--- config.mk ---
export PLATFORM = sky130hd
export DESIGN_NAME = quad_op_alu
export DESIGN_NICKNAME = d
export VERILOG_FILES = /design/src/rtl/quad_op_alu_pkg.sv /design/src/rtl/qa_full_adder.sv /design/src/rtl/qa_ripple_adder.sv /design/src/rtl/qa_logic_unit.sv /design/src/rtl/qa_select_net.sv /design/src/rtl/quad_op_alu.sv
export SDC_FILE = /design/constraint.sdc
export NUM_CORES = 1
export LEC_CHECK = 0
export CORE_AREA = 2 2 39 41
export DETAILED_ROUTE_END_ITERATION = 8
export DIE_AREA = 0 0 41 43
export GPL_TIMING_DRIVEN = 1
export PLACE_DENSITY = 0.67
export REMOVE_ABC_BUFFERS = 1
export SETUP_SLACK_MARGIN = 0.02
export SLEW_MARGIN = 20
export SYNTH_ARGS = -nofsm -noshare
export SYNTH_HDL_FRONTEND = slang
export SYNTH_SLANG_ARGS = --single-unit
--- constraint.sdc ---
create_clock -name vclk -period 6.1
set_input_delay 0.915 -clock vclk [all_inputs]
set_output_delay 0.915 -clock vclk [all_outputs]
set_load 0.02 [all_outputs]
--- src/rtl/quad_op_alu_pkg.sv ---
package quad_op_alu_pkg;
  typedef enum logic [1:0] {
    OP_AND = 2'b00,
    OP_ADD = 2'b01,
    OP_OR  = 2'b10,
    OP_XOR = 2'b11
  } alu_op_e;

  localparam int unsigned NUM_OPS = 4;
endpackage

--- src/rtl/qa_full_adder.sv ---
module qa_full_adder (
  input  logic a_i,
  input  logic b_i,
  input  logic c_i,
  output logic s_o,
  output logic c_o
);
  logic prop, gen, pass;

  xor u_prop (prop, a_i, b_i);
  xor u_sum  (s_o, prop, c_i);
  and u_gen  (gen, a_i, b_i);
  and u_pass (pass, c_i, prop);
  or  u_cout (c_o, gen, pass);
endmodule

--- src/rtl/qa_ripple_adder.sv ---
module qa_ripple_adder #(
  parameter int unsigned WIDTH = 5
) (
  input  logic [WIDTH-1:0] a_i,
  input  logic [WIDTH-1:0] b_i,
  output logic [WIDTH-1:0] sum_o
);
  localparam int unsigned EXT_W = WIDTH + 1;

  logic [WIDTH:0] carry;

  assign carry[0] = 1'b0;

  for (genvar i = 0; i < WIDTH; i++) begin : g_stage
    qa_full_adder u_fa (
      .a_i (a_i[i]),
      .b_i (b_i[i]),
      .c_i (carry[i]),
      .s_o (sum_o[i]),
      .c_o (carry[i+1])
    );
  end

  // the chained carries plus sum bits must form the full-width sum
  always_comb begin
    a_r5_carry_chain: assert ({carry[WIDTH], sum_o} ==
                              (EXT_W'(a_i) + EXT_W'(b_i)))
      else $error("a_r5_carry_chain: carry chain mismatch");
  end
endmodule

--- src/rtl/qa_logic_unit.sv ---
module qa_logic_unit #(
  parameter int unsigned WIDTH = 5
) (
  input  logic [WIDTH-1:0] a_i,
  input  logic [WIDTH-1:0] b_i,
  output logic [WIDTH-1:0] and_o,
  output logic [WIDTH-1:0] or_o,
  output logic [WIDTH-1:0] xor_o
);
  for (genvar i = 0; i < WIDTH; i++) begin : g_bit
    and u_and (and_o[i], a_i[i], b_i[i]);
    or  u_or  (or_o[i],  a_i[i], b_i[i]);
    xor u_xor (xor_o[i], a_i[i], b_i[i]);
  end
endmodule

--- src/rtl/qa_select_net.sv ---
module qa_select_net #(
  parameter int unsigned WIDTH = 5
) (
  input  logic [1:0]       sel_i,
  input  logic [WIDTH-1:0] in0_i,
  input  logic [WIDTH-1:0] in1_i,
  input  logic [WIDTH-1:0] in2_i,
  input  logic [WIDTH-1:0] in3_i,
  output logic [WIDTH-1:0] y_o
);
  logic       s0_n, s1_n;
  logic [3:0] dec;

  not u_inv0 (s0_n, sel_i[0]);
  not u_inv1 (s1_n, sel_i[1]);
  and u_dec0 (dec[0], s1_n,     s0_n);
  and u_dec1 (dec[1], s1_n,     sel_i[0]);
  and u_dec2 (dec[2], sel_i[1], s0_n);
  and u_dec3 (dec[3], sel_i[1], sel_i[0]);

  for (genvar i = 0; i < WIDTH; i++) begin : g_bit
    logic t0, t1, t2, t3;
    and u_m0 (t0, dec[0], in0_i[i]);
    and u_m1 (t1, dec[1], in1_i[i]);
    and u_m2 (t2, dec[2], in2_i[i]);
    and u_m3 (t3, dec[3], in3_i[i]);
    or  u_mo (y_o[i], t0, t1, t2, t3);
  end

  // exactly one decoder line active, and it matches the code
  always_comb begin
    a_r6_decode_onehot: assert ($countones(dec) == 1)
      else $error("a_r6_decode_onehot: decode not one-hot");
    a_r6_decode_index: assert (dec[sel_i] == 1'b1)
      else $error("a_r6_decode_index: wrong line active");
  end
endmodule

--- src/rtl/quad_op_alu.sv ---
module quad_op_alu
  import quad_op_alu_pkg::*;
#(
  parameter int unsigned WIDTH = 5
) (
  input  logic [WIDTH-1:0] opnd_a,
  input  logic [WIDTH-1:0] opnd_b,
  input  logic [1:0]       op_sel,
  output logic [WIDTH-1:0] result
);
  logic [WIDTH-1:0] and_v, or_v, xor_v, sum_v;

  qa_logic_unit #(.WIDTH(WIDTH)) u_logic (
    .a_i   (opnd_a),
    .b_i   (opnd_b),
    .and_o (and_v),
    .or_o  (or_v),
    .xor_o (xor_v)
  );

  qa_ripple_adder #(.WIDTH(WIDTH)) u_adder (
    .a_i   (opnd_a),
    .b_i   (opnd_b),
    .sum_o (sum_v)
  );

  qa_select_net #(.WIDTH(WIDTH)) u_select (
    .sel_i (op_sel),
    .in0_i (and_v),
    .in1_i (sum_v),
    .in2_i (or_v),
    .in3_i (xor_v),
    .y_o   (result)
  );

  // Result against the function named by the code
  always_comb begin
    if (alu_op_e'(op_sel) == OP_AND) begin
      a_r1_and_result: assert (result == (opnd_a & opnd_b))
        else $error("a_r1_and_result: mismatch");
    end
    if (alu_op_e'(op_sel) == OP_ADD) begin
      a_r2_sum_wraps: assert (result == WIDTH'(opnd_a + opnd_b))
        else $error("a_r2_sum_wraps: mismatch");
    end
    if (alu_op_e'(op_sel) == OP_OR) begin
      a_r3_or_result: assert (result == (opnd_a | opnd_b))
        else $error("a_r3_or_result: mismatch");
    end
    if (alu_op_e'(op_sel) == OP_XOR) begin
      a_r4_xor_result: assert (result == (opnd_a ^ opnd_b))
        else $error("a_r4_xor_result: mismatch");
    end
  end
endmodule

==> results list, run 1 <==
* Vias in the first global route: 328
- Counting the clock-network buffers in the layout gives 0.
- The path with the worst hold slack has its endpoint at result[0].
* Count of unique library cells instantiated by Yosys: 13
* Initial core utilization: 0.286
- Required time of the critical path: 5180 ps
* Wire length of the first global-routing pass: 1170 um
* Critical path start-end classification: in2out
- Average cell area after synthesis: 8.60 sq um
* GRT Overall Usage: 0.0889
* Die ar.: 0.00176 sq mm
- In this run the tightest slew margin relative to its limit is 0.778.
- Time the worst path needs with I/O delays and setup: 4590 ps
- Setup Total Neg Slack: 0 ps
* Final setup slack of the worst path: 1510 ps
- YS warnings: 0
- Multi-input combinational cell area: 309 sq um
* Part of the cycle the worst path needs: 0.752
- Number of nets still failing antenna checks after routing: 0
* Crit path arrival time: 3670 ps
* Number of design rule violations left after detail routing: 0
- Critical path startpoint category: primary input
- Cells resized by post-CTS repair: 0
- In this run the power density over the cells is 79.7 mW/mm^2.
* Length of the first detailed-routing pass in iterations: 4
* Pin count of the biggest net entering global routing: 10
* Final Slew Violations: 0
- Filler cell count in the final layout: 151
- Antenna diodes: 0
* Maximum fanout along the worst path: 2
- CTS hold repair buffers: 0
- The number of antenna violations at the first check in global routing was 0.
- Sequential cell count: 0
- After synthesis the cells add up to 395 sq um.
- For this run, the top clock speed supported by timing is 0.218 GHz.
- Of the post-synthesis cell area, the dominant cell type holds 0.316.
- Class of the worst hold path: in2out
- The wire-length estimate of the detail-placed layout is 644 um.
* Fraction of the yosys area taken by sequential cells: 0
* Actual slew at the worst max-slew pin: 332 ps
- Buffers placed on the I/O ports in this run total 17.
- Compared with the post-synthesis result, the final layout area differs by 42.4%.
- In this run, the number of DRC markers left after iteration 0 of detailed routing was 4.
* Hold Path Origin: op_sel[0]
- Dividing the detail-routed via count by the number of cells gives 4.43.
* Count of cells along the worst hold path: 4
- By area the synthesized netlist is led by ha_1 (32%), mux4_2 (17%), inv_1 (16%), fa_1 (15%), buf_6 (5.7%).
- At the end of routability-driven placement, the weighted congestion stood at 0.578.
* RSZ-0062 raised after global routing: no
- Post-CTS Setup Inserts: 0
* Minimum setup slack after placement: 1500 ps
- Most instantiated library cell after synthesis: inv_1
- WL per Instance: 9.03 um
* Max IR drop VDD: 0.0000312 V
- Overall die height: 43 um
* Sort of element at the end of the critical path: output port
- Wires add up to 695 um.
- X dimension of the die: 41 um
- Number of hold violations in the final report: 0
* Sequential cell area in the final layout: 0 sq um
* Row count: 14
- The routed layout has 341 vias.
* GRT Residual Overflow: 0
* Cell count after synthesis: 46
* Most common library cells after synthesis: inv_1 (17), ha_1 (10), fa_1 (3), mux4_2 (3), o21ai_0 (3)
- Of the cells placed in the final design, the portion with a size suffix greater than 1 is 0.0656.
- Leak: 0.285 nW
- The tool flagged a number of max-cap violations equal to 0.
* Core Box Area: 0.00138 sq mm
* Final setup violation count: 0
* Most area-hungry cell type in the Yosys netlist: ha_1
* IO Count: 17
* Number of nets at the end of the flow: 88
- The flow ran to the end, and the final reports show no timing, DRC or antenna violations.
[how the worst max path moves through the flow]
stage	from	end	slack, ps	cells after the start
3_3_place_gp	opnd_a[0]	result[3]	1550	9
5_1_grt	opnd_a[0]	result[3]	1420	9
6_report	opnd_a[0]	result[3]	1510	9
2_1_floorplan	opnd_a[0]	result[4]	2430	9
3_5_place_dp	opnd_a[0]	result[3]	1500	9
4_1_cts	opnd_a[0]	result[3]	1470	9
[cell type report]
class / count / area share
inverters: 17 / 0.113
multi-input cells: 27 / 0.549
well taps: 16 / 0.0356
repair buffers: 17 / 0.302
[stage by stage]
step	total power, W	area, sq um	std cells	hold slack [ps]	utilization
2_1_floorplan	0.0000224	373	44	1960	-
3_3_place_gp	0.0000437	563	77	3130	0.407
3_5_place_dp	0.0000455	563	77	3140	0.407
4_1_cts	0.0000458	563	77	3140	0.407
5_1_grt	0.0000494	563	77	3200	0.407
6_report	0.0000449	563	77	3140	0.407
[worst max-delay path, cell delays in order]
cell	delay, ps
clkdlybuf4s50_1	430
ha_1	240
fa_1	360
inv_1	80
fa_1	170
inv_1	60
fa_1	420
mux4_2	460
clkdlybuf4s50_1	540
[metal layers]
| layer | vias up | wire, um | GRT usage |
|---|---|---|---|
| li1 | 170 | - | - |
| met1 | 157 | 279 | 0.111 |
| met2 | 14 | 373 | 0.169 |
| met3 | 0 | 42 | 0 |
| met4 | 0 | 0 | 0 |
| met5 | - | 0 | 0 |
[cell usage in the layout (no fill, tap or decap)]
cell type	netlist	final
a211oi_1	1	1
a21oi_1	1	1
clkdlybuf4s50_1	0	17
fa_1	3	3
ha_1	10	10
inv_1	17	17
mux4_2	3	3
nand2_1	2	2
nand2b_1	1	1
nand3_1	1	1
nor2_1	1	1
o21ai_0	3	3
or2_2	1	1
[cell families (layout without fill, tap and decap cells)]
logic type,count (synthesis),in the layout,synth area share
buffers and inverters,19,34,0.218
adder cells (fa/ha/maj),13,13,0.468
AND/OR/NAND/NOR,6,6,0.0728
AO/OA/AOI/OAI,5,5,0.0696
multiplexers,3,3,0.171
[report_power, final]
part / internal [W] / total, W / switching, W
logic: 0.0000249 / 0.0000449 / 0.0000200
registers: 0 / 0 / 0
clock network: 0 / 0 / 0
Power figures use the tool's default switching activity.
==> run 2, diff against run 1 <==
Clock period 6.1 ns to 4.6 ns, I/O delays scaled along.
==> run 2 against run 1 <==
  * Utilization is the same
  * Sequential cell count is the same
  * Sequential share of layout area is the same
  * Via count shrank 3.5%
  * Critical endpoint unchanged
==> results list, run 2 (synthesis results as in run 1) <==
* Result of the run: completed (unchanged)
- The critical path startpoint category was a primary input (unchanged).
- The post-route DRC violation count came to 0 (unchanged).
* Core Box Area: 0.00138 sq mm (unchanged)
* Required time of the critical path: 3910 ps (was 5180 ps)
- The area taken by flip-flops and latches came to 0 sq um (unchanged).
* Vias in the first global route: 312 (was 328)
* CTS hold repair buffers: 0 (unchanged)
- Final setup slack of the worst path: 484 ps (was 1510 ps)
- The pin count of the biggest net entering global routing came to 10 (unchanged).
* Max IR drop VDD: 0.0000408 V (was 0.0000312 V)
- The final-layout clock buffer total was 0 (unchanged).
- The remaining global-route overflow was 0 (unchanged).
- The max-slew violation count came to 0 (unchanged).
* Time the worst path needs with I/O delays and setup: 4120 ps
- Maximum fanout along the worst path: 2 (unchanged)
* Antenna diodes: 0 (unchanged)
- The number of antenna-violating nets in the routed design was 0 (unchanged).
- Max frequency: 0.243 GHz
* Vias per cell: 4.27 (was 4.43)
- Sort of element at the end of the critical path: output port (unchanged)
- Wire length of the first global-routing pass: 1150 um (was 1170 um)
- Number of DRC markers in iteration 0: 2 (was 4)
- GRT Overall Usage: 0.0870 (was 0.0889)
- Hold Path Origin: opnd_b[0] (was op_sel[0])
- The number of buffer cells added on primary ports was 17 (unchanged).
- The buffer count from post-CTS setup fixing was 0 (unchanged).
* Filler cell count in the final layout: 157 (was 151)
- The total negative setup slack came to 0 ps (unchanged).
- The path class of the lowest-slack min-delay path is in2out (unchanged).
- The starting density of the core came to 0.286 (unchanged).
* Max-Cap Viols: 0 (unchanged)
- The fraction of layout cells with a size suffix above 1 was 0.0656 (unchanged).
* Total length of routed wires: 619 um (was 695 um)
- Cell total after placement: 77 (unchanged)
- The count of boundary I/O pins was 17 (unchanged).
* X dimension of the die: 41 um (unchanged)
- The number of instances resized during post-cts repair came to 0 (unchanged).
- The number of vias in the routed layout is 329 (was 341).
- Final HPWL DP: 605 um (was 644 um)
- Overall die height: 43 um (unchanged)
* RSZ-0062 raised after global routing: no (unchanged)
* Part of the cycle the worst path needs: 0.895
* Post-layout instance count excluding filler cells: 77 (unchanged)
- Row count: 14 (unchanged)
* Number of hold violations in the final report: 0 (unchanged)
- The arrival time of the worst setup path was 3430 ps (was 3670 ps).
* Number of nets at the end of the flow: 88 (unchanged)
- Destination of the worst hold path: result[0] (unchanged)
- Leading cell types in the layout, fill and taps excluded: inv_1 (17), clkdlybuf4s50_1 (17), ha_1 (10) (unchanged)
* Leak: 0.285 nW (unchanged)
* Count of cells along the worst hold path: 6 (was 4)
* Length of the first detailed-routing pass in iterations: 4 (unchanged)
- The worst-case setup slack after placement was 471 ps (was 1500 ps).
- Critical path start-end classification: in2out (unchanged)
- The sequential cell count of the final layout came to 0 (unchanged).
* Number of antenna violations at the first check in global routing: 0 (unchanged)
- RePlAce Congestion: 0.579 (was 0.578)
- The worst-margin pin slew was 328 ps (was 332 ps).
- Die ar.: 0.00176 sq mm (unchanged)
* Total power density per cell area: 105 mW/mm^2 (was 79.7 mW/mm^2)
- Final setup violation count: 0 (unchanged)
- WL per Instance: 8.04 um (was 9.03 um)
- Slew headroom: 0.781 (was 0.778)
- Relative area change from synthesis to final layout: 42.4% (unchanged)
-- run 2: cell counts in the layout (fill, tap and decap cells not counted) --
No cell type changed its count.
-- run 2: report_power, final --
| part | internal, W | switching (W) | total (W) |
|---|---|---|---|
| sequential | 0 | 0 | 0 |
| combinational | 0.0000329 | 0.0000260 | 0.0000589 |
| clock | 0 | 0 | 0 |
| total | 0.0000329 | 0.0000260 | 0.0000589 |
-- run 2: worst max-delay path by stage --
| stage | to | startpoint | slack [ps] | depth (start not counted) |
|---|---|---|---|---|
| after floorplan | result[4] | opnd_a[0] | 1380 | 9 |
| after global placement | result[3] | opnd_a[0] | 500 | 9 |
| after detailed placement | result[3] | opnd_a[0] | 470 | 9 |
| after CTS | result[3] | opnd_a[0] | 450 | 9 |
| after global routing | result[3] | opnd_a[0] | 350 | 9 |
| final | result[3] | opnd_a[0] | 480 | 9 |
-- run 2: critical path, stage by stage --
cell and delay (ps):
clkdlybuf4s50_1 430, ha_1 240, fa_1 360, inv_1 70, fa_1 160, inv_1 50, fa_1 420, mux4_2 450
clkdlybuf4s50_1 550
-- run 2: layer usage --
layer,track usage,up-vias,part of all wire
met5,0,-,0
met4,0,0,0
met3,0,0,0.068
met2,0.169,12,0.52
met1,0.105,147,0.41
li1,-,170,-
-- run 2: metrics by stage --
| step | utilization | total power (W) | hold slack (ps) | cell area [sq um] |
|---|---|---|---|---|
| after floorplan | - | 0.0000297 | 1510 | 373 |
| after global placement | 0.407 | 0.0000579 | 2680 | 563 |
| after detailed placement | 0.407 | 0.0000601 | 2680 | 563 |
| after CTS | 0.407 | 0.0000603 | 2680 | 563 |
| after global routing | 0.407 | 0.0000660 | 2760 | 563 |
| final | 0.407 | 0.0000589 | 2670 | 563 |
-- run 2: final cells by class --
class / count / area [sq um] / share of cell area
multi-input cells: 27 / 309 / 0.549
well taps: 16 / 20.0 / 0.0356
repair buffers: 17 / 170 / 0.302
inverters: 17 / 63.8 / 0.113
